<file path="config.mk">
export PLATFORM = sky130hd
export DESIGN_NAME = sdram_burst_colgen
export DESIGN_NICKNAME = d
export VERILOG_FILES = /design/src/rtl/burst_pkg.sv /design/src/rtl/burst_cfg_decode.sv /design/src/rtl/burst_beat_ctrl.sv /design/src/rtl/burst_col_calc.sv /design/src/rtl/sdram_burst_colgen.sv
export SDC_FILE = /design/constraint.sdc
export NUM_CORES = 1
export LEC_CHECK = 0
export BUFFER_PORTS_ARGS = -buffer_cell sky130_fd_sc_hd__buf_2
export CAP_MARGIN = 20
export CELL_PAD_IN_SITES_DETAIL_PLACEMENT = 1
export CELL_PAD_IN_SITES_GLOBAL_PLACEMENT = 1
export CORE_UTILIZATION = 37
export CTS_CLUSTER_DIAMETER = 60
export DETAILED_ROUTE_END_ITERATION = 6
export PLACE_DENSITY_LB_ADDON = 0.1
export SLEW_MARGIN = 20
export SYNTH_ARGS = -nofsm -noshare
export SYNTH_HDL_FRONTEND = slang
export SYNTH_SLANG_ARGS = --single-unit
</file>
<file path="constraint.sdc">
create_clock -name clk -period 2 [get_ports clk]
set_clock_uncertainty 0.05 [all_clocks]
set_input_delay 0.3 -clock clk [delete_from_list [all_inputs] [get_ports clk]]
set_output_delay 0.3 -clock clk [all_outputs]
set_load 0.02 [all_outputs]
</file>
<file path="src/rtl/burst_pkg.sv">
// Package: shared burst length encoding and the derivation of the
// in-window address mask from a length code.
// Assumes: column width of at least 3 bits, so an 8-beat window fits.
package burst_pkg;

    typedef enum logic [1:0] {
        BLEN_1 = 2'd0,
        BLEN_2 = 2'd1,
        BLEN_4 = 2'd2,
        BLEN_8 = 2'd3
    } blen_code_e;

    // Return a mask covering the low bits that change within a burst.
    function automatic logic [7:0] window_mask(input blen_code_e code);
        logic [7:0] m;
        m = (8'd1 << code) - 8'd1;
        return m;
    endfunction

endpackage

</file>
<file path="src/rtl/burst_cfg_decode.sv">
// Module: burst_cfg_decode
// Turns the request fields into the mask of bits that move inside the
// burst, the effective wrap type and the illegal-mode flag.
// Assumes: full page means the whole column range moves; interleave is
// dropped when full page is requested.
module burst_cfg_decode
    import burst_pkg::*;
#(
    parameter int COL_W = 8
) (
    input  logic [1:0]       len_code_i,
    input  logic             interleave_i,
    input  logic             full_page_i,
    output logic [COL_W-1:0] mask_o,
    output logic             ilv_o,
    output logic             err_o
);

    localparam logic [COL_W-1:0] ALL_ONES = '1;

    logic [7:0] small_mask;

    // Pick the window mask for the coded length, or every bit for full page.
    always_comb begin
        small_mask = window_mask(blen_code_e'(len_code_i));
        if (full_page_i) begin
            mask_o = ALL_ONES;
        end else begin
            mask_o = COL_W'(small_mask);
        end
    end

    // Interleave is legal only outside full page; flag the bad pairing.
    always_comb begin
        ilv_o = interleave_i & ~full_page_i;
        err_o = interleave_i & full_page_i;
    end

endmodule

</file>
<file path="src/rtl/burst_beat_ctrl.sv">
// Module: burst_beat_ctrl
// Beat counter and busy state of a burst. Start wins over terminate, which
// wins over advance. The final beat is the one whose number equals the
// window mask; a full-page burst has no final beat.
// Assumes: mask_i and full_i are stable during a burst.
module burst_beat_ctrl #(
    parameter int COL_W = 8
) (
    input  logic             clk,
    input  logic             rst_n,
    input  logic             start_i,
    input  logic             term_i,
    input  logic             advance_i,
    input  logic [COL_W-1:0] mask_i,
    input  logic             full_i,
    output logic [COL_W-1:0] beat_o,
    output logic             busy_o,
    output logic             last_o
);

    logic [COL_W-1:0] beat_q;
    logic             busy_q;
    logic             at_end;

    // Detect the final beat of a bounded burst.
    always_comb begin
        at_end = busy_q & ~full_i & (beat_q == mask_i);
    end

    // Sequence the beats: restart, stop, step or hold.
    always_ff @(posedge clk) begin
        if (!rst_n) begin
            beat_q <= '0;
            busy_q <= 1'b0;
        end else if (start_i) begin
            beat_q <= '0;
            busy_q <= 1'b1;
        end else if (term_i) begin
            busy_q <= 1'b0;
        end else if (advance_i && busy_q) begin
            if (at_end) begin
                busy_q <= 1'b0;
            end else begin
                beat_q <= beat_q + 1'b1;
            end
        end
    end

    // Drive the outputs from state.
    always_comb begin
        beat_o = beat_q;
        busy_o = busy_q;
        last_o = at_end;
    end

endmodule

</file>
<file path="src/rtl/burst_col_calc.sv">
// Module: burst_col_calc
// Forms the column of a beat: the bits outside the mask come from the base
// column, and the bits inside come from either the sum or the XOR of base
// and beat number.
// Assumes: purely combinational; the beat number stays below mask+1.
module burst_col_calc #(
    parameter int COL_W = 8
) (
    input  logic [COL_W-1:0] base_i,
    input  logic [COL_W-1:0] beat_i,
    input  logic [COL_W-1:0] mask_i,
    input  logic             ilv_i,
    output logic [COL_W-1:0] col_o
);

    logic [COL_W-1:0] seq_low;
    logic [COL_W-1:0] ilv_low;

    // Build both orderings and merge the chosen one with the fixed bits.
    always_comb begin
        seq_low = base_i + beat_i;
        ilv_low = base_i ^ beat_i;
        col_o   = (base_i & ~mask_i) | ((ilv_i ? ilv_low : seq_low) & mask_i);
    end

endmodule

</file>
<file path="src/rtl/sdram_burst_colgen.sv">
// Module: sdram_burst_colgen (top)
// Burst column address generator. On start it captures the base column and
// the decoded mode, then produces one column per advance. It supports
// sequential, interleaved and full-page bursts.
// Assumes: synchronous active-low reset; a start may arrive on any clock.
module sdram_burst_colgen #(
    parameter int COL_W = 8
) (
    input  logic             clk,
    input  logic             rst_n,
    input  logic             start_i,
    input  logic [COL_W-1:0] start_col_i,
    input  logic [1:0]       len_code_i,
    input  logic             interleave_i,
    input  logic             full_page_i,
    input  logic             advance_i,
    input  logic             term_i,
    output logic [COL_W-1:0] col_o,
    output logic             last_o,
    output logic             busy_o,
    output logic             mode_err_o
);

    logic [COL_W-1:0] dec_mask;
    logic             dec_ilv;
    logic             dec_err;

    logic [COL_W-1:0] base_q;
    logic [COL_W-1:0] mask_q;
    logic             ilv_q;
    logic             full_q;
    logic             err_q;
    logic [COL_W-1:0] beat;

    burst_cfg_decode #(.COL_W(COL_W)) cfg_i (
        .len_code_i   (len_code_i),
        .interleave_i (interleave_i),
        .full_page_i  (full_page_i),
        .mask_o       (dec_mask),
        .ilv_o        (dec_ilv),
        .err_o        (dec_err)
    );

    // Capture the burst configuration on each start.
    always_ff @(posedge clk) begin
        if (!rst_n) begin
            base_q <= '0;
            mask_q <= '0;
            ilv_q  <= 1'b0;
            full_q <= 1'b0;
            err_q  <= 1'b0;
        end else if (start_i) begin
            base_q <= start_col_i;
            mask_q <= dec_mask;
            ilv_q  <= dec_ilv;
            full_q <= full_page_i;
            err_q  <= dec_err;
        end
    end

    burst_beat_ctrl #(.COL_W(COL_W)) ctrl_i (
        .clk       (clk),
        .rst_n     (rst_n),
        .start_i   (start_i),
        .term_i    (term_i),
        .advance_i (advance_i),
        .mask_i    (mask_q),
        .full_i    (full_q),
        .beat_o    (beat),
        .busy_o    (busy_o),
        .last_o    (last_o)
    );

    burst_col_calc #(.COL_W(COL_W)) calc_i (
        .base_i (base_q),
        .beat_i (beat),
        .mask_i (mask_q),
        .ilv_i  (ilv_q),
        .col_o  (col_o)
    );

    // Expose the mode error flag.
    always_comb begin
        mode_err_o = err_q;
    end

endmodule

</file>
# Word level (Yosys, flattened, before mapping)
# Index checks and enable logic that the tools add are counted.
# totals
regBits	28
input_bits	17
out_inout_bits	11
# op_classes
n_addsub	3
n_eq_ne	1
n_shift	1
muxes	6
bitwise	14
reduce_logical	6
# ops
cell	count
8-bit bitwise AND	2
8-bit two-way mux	2
8-bit by 1-bit adder with 8-bit output, second input constant	1
8-bit adder	1
8-bit equality test	1
8-bit inverter	1
8-bit OR	1
1-bit by 2-bit << shifter with 8-bit output, first input constant	1
8-bit by 1-bit subtractor with 8-bit output, second input constant	1
8-bit bitwise XOR	1
3-bit nonzero test	2
1-bit inverter	5
1-bit bitwise AND	4
1-bit two-way mux	4
3-bit AND reduction	1
2-bit AND reduction	1
2-bit OR reduction	1
1-bit logical AND	1

# Longest topological paths before layout
# logic_depth
depth_word	7
mapped_depth	8
ltp_nobuf	8

# By module
# From an unflattened synthesis, not the netlist that was laid out.
# unflattened
hier_cells	198
area_unflattened_um2	1781.7
# by_module_without_submodules
module	n_inst	cells_per_inst	area_per_inst_um2	seq_area_each_um2
sdram_burst_colgen	1	60	724.4	380.4
burst_beat_ctrl	1	63	541.8	180.2
burst_col_calc	1	61	420.4	0.0
burst_cfg_decode	1	14	95.1	0.0

# Worst setup path after synthesis
# No wires, ideal clock.
# synth_timing
path_type	register to output
from	reg ctrl_i.beat_q[0], in the netlist ctrl_i.beat_o[0]
to	out col_o[6]
arrival_time_ps	1845
required_time_ps	1650
path_slack_ps	-195
path_stages_with_launch	9
cell_sequence	dfxtp_1 > ha_1 > inv_1 > fa_1 > nor2b_1 > o21ai_0 > a211oi_1 > o21ai_0 > a31o_2
# synth_via
elab_chain_len	4
# synth_lines
item	line_no	text
start, declared	burst_beat_ctrl.sv:21	logic [COL_W-1:0] beat_q;
start signal, assigned	burst_beat_ctrl.sv:44	beat_q <= beat_q + 1'b1;
8-bit adder	burst_col_calc.sv:21	seq_low = base_i + beat_i;
8-bit two-way mux	burst_col_calc.sv:23	col_o = (base_i & ~mask_i) | ((ilv_i ? ilv_low : seq_low) & mask_i);
8-bit bitwise AND	burst_col_calc.sv:23	
8-bit OR	burst_col_calc.sv:23	
end, declared	sdram_burst_colgen.sv:18	output logic [COL_W-1:0] col_o,
# Every way passes these cells.

# Final worst setup path
# layout_timing
from	reg base_q[0]
to	out col_o[4]
# layout_via
elab_chain_len	4
# layout_lines
item	line_no	text
start, declared	sdram_burst_colgen.sv:28	logic [COL_W-1:0] base_q;
start signal, assigned	sdram_burst_colgen.sv:53	base_q <= start_col_i;
8-bit adder	burst_col_calc.sv:21	
8-bit two-way mux	burst_col_calc.sv:23	
8-bit bitwise AND	burst_col_calc.sv:23	
8-bit OR	burst_col_calc.sv:23	
# Every way passes these cells.

==> results.yml <==
logic_synthesis:
  yosysSeqAreaShare: 0.319
  ys_ff_latch: 27
  synth_edf_count: 0
  yosys.area.top_type_share: 0.319
  synth_area_leaders: "dfxtp_1 32%, ha_1 7.4%, mux2i_1 5.9%"
  yosysTopAreaCell: "dfxtp_1"
  ys.flop_type: "dfxtp_1"
  netlist_area_sq_um: 1700
  async_flop_share: 0
  synth_commonest_cells: "27 x dfxtp_1, 22 x nand2_1, 18 x a21oi_1"
  netlist_instances: 205
  ys_types: 40
  syn_nets: 233
  synth-warning-count: 0
  syn_avg_cell_area_sq_um: 8.27
  synth.most_common_cell: "dfxtp_1"
sta:
  hold_slack_ns: 0.170
  slew_headroom: 0.662
  hold_viol: 0
  fmax_mhz: 414
  slew_violations: 0
  setup_viol: 7
  fin_crit_ns: 2.41
  setup_slack_ns: -0.414
  fin_crit_sh: 1.21
  rsz0062_at_grt: "true"
  worst_pin_slew_ns: 0.502
placed_design:
  dpl.hpwl_microns: 3920
  gp_congestion: 0.819
  io_buffers: 27
floorplanning:
  die-area_sq_um: 4860
  coreArea_sq_um: 4380
  die_x_microns: 69.7
  start_util: 0.387
  core.rowCount: 24
  design.portCount: 28
  die_h_microns: 69.7
drt:
  routed_wl_microns: 5060
  drtPass1Iterations: 4
  wl_per_cell_microns: 16.3
  drtAntennaViolNets: 0
  drtIter0Drc: 34
  top_layer_used: "met4"
  m1WireLength_microns: 2200
  vias_per_cell: 5.39
  vias: 1676
  route.met3.wl_microns: 97
  met2WireLength_microns: 2720
  drc_errors: 0
layout:
  syn_to_final_growth_pct: 37.0
  final_layout_size_suffix_gt1_frac: 0.359
  nNetsFinal: 288
  fin_util: 0.530
  antenna-diode-count: 0
  fillCellCount: 537
clock_network:
  clk_latency_ns: 0.28
  root_buffer: "clkbuf_8"
  htree_num_levels: 1
  postCtsHoldBufs: 0
  cts_sinks: 27
  cts_tree: "yes"
  cts_buffer_depth: 2
  cts_buffers: 3
  clkTransAtPathRegs_ns: 0.10
power_and_ir_drop:
  vdd_drop_max_uv: 282
  leakage_nw: 0.960
  powerDensity_nw_per_um2: 504
critical_path:
  start_kind: "flop"
  crit_top_cell: "buf_4"
  max_stage_delay_ns: 0.37
  cp_slowest_cell: "dfxtp_2"
  worstPathRequired_ns: 1.65
  end_kind: "output pin"
  crit_buf_inv: 3
  cp_max_fo: 2
  crit_family: "adder cells"
  criticalPathCategory: "reg2out"
  arrival_ns: 2.06
  worstPathCellList: "ha_4 > inv_2 > fa_2 > nor2b_2 > o21ai_2 > buf_4 > a21oi_4 > xnor2_2 > a21oi_2 > buf_4"
run_status:
  violations: "negative setup slack"
  status: "finished with violations"
job:
  maxCapViolCount: 0
global_route:
  grt_max_degree: 22
  grt_usage: 0.213
  grt-ovfl-total: 0
  grt_pass1_wl_microns: 8290
  antenna_found_initial: 0
  grt_pass1_vias: 1754
hold_path:
  hold_class: "in2reg"
## metal layers
metal / global-route usage / vias up
met5: 0 / -
met4: 0.0467 / 0
met3: 0.0218 / 4
met2: 0.399 / 29
met1: 0.261 / 812
li1: - / 831
## cell type report
class | count | area, sq um | area share
Clock buffer | 3 | 41.3 | 0.0178
Clock inverter | 1 | 6.26 | 0.00269
Inverter | 9 | 33.8 | 0.0145
Multi-Input combinational cell | 164 | 1240 | 0.535
Sequential cell | 27 | 552 | 0.238
Tap cell | 52 | 65.1 | 0.0280
Timing Repair Buffer | 55 | 382 | 0.164
## kinds of logic after synthesis
family | share of synthesized area
muxes | 0.0723
xor gates and xnor gates | 0.0517
DFF | 0.319
buffers and inverters | 0.0317
and+or+nand+nor | 0.237
adders and majority gates | 0.0856
AOI/OAI and AO/OA | 0.203
## sequential cells by signal, indices dropped and copies added, names as in the netlist
signal	flops
base_q	8
ctrl_i.beat_o	8
ctrl_i.busy_o	1
full_q	1
ilv_q	1
mask_q	7
mode_err_o	1
## stage by stage
stage	total power [W]	instance area [sq um]	instances	setup TNS (ns)	setup slack, ns
final	0.00117	2320	311	-1.81	-0.414
after global routing	0.00123	2320	311	-2.31	-0.495
after detailed placement	0.000831	2090	305	-0.764	-0.265
after global placement	0.000818	2090	305	-0.507	-0.186
after floorplan	0.000733	1720	205	-0.0256	-0.0256
after CTS	0.00117	2230	310	-1.99	-0.487
## where the power goes
part | internal [W] | switching [W] | leakage (nW)
Sequential | 0.000561 | 0.0000307 | 0.225
Clock | 0.000143 | 0.000179 | 0.0260
Combinational | 0.000123 | 0.000135 | 0.710
## path summary, 6_finish.rpt
check                   start                to  slack [ns]  cells past startpoint
min                 advance_i     ctrl_i.busy_o        0.17                      2
max reg2reg  ctrl_i.beat_o[6]  ctrl_i.beat_o[5]        0.16                      6
min reg2reg        mode_err_o        mode_err_o        0.44                      2
max                 base_q[0]          col_o[4]       -0.41                     10
## cells in the final DEF, fill, tap and decap left out, types with 2 or more instances in the layout
master    Yosys  routed
a21oi_1      18      15
ha_4          0       3
ha_1         10       7
a21boi_0      3       3
a21oi_2       0       2
nor2_1       14      14
nand2_1      22      22
buf_2         1      20
o31ai_1       5       5
nand3_1       3       3
inv_1         9       8
dfxtp_4       0       2
xnor2_1      10       5
or3_1         3       3
or4_1         3       3
nor2b_1      16      15
buf_4         0      30
dfxtp_2       0       3
o21ai_2       0       5
o21ai_0      16       9
nand2b_1      3       3
and2_1        3       3
mux2i_1      10      10
xnor2_2       0       5
o21ai_1       0       2
dfxtp_1      27      22
clkbuf_8      0       3
buf_6         0       5
## repair_timing
action	in CTS	in global routing
endpoints found under the hold margin	0	0
endpoints found under the setup margin	7	10
gates resized for setup	26	16
buffers inserted	1	1
pin swaps	14	9
Note: power is estimated with default switching activity, not from simulation.
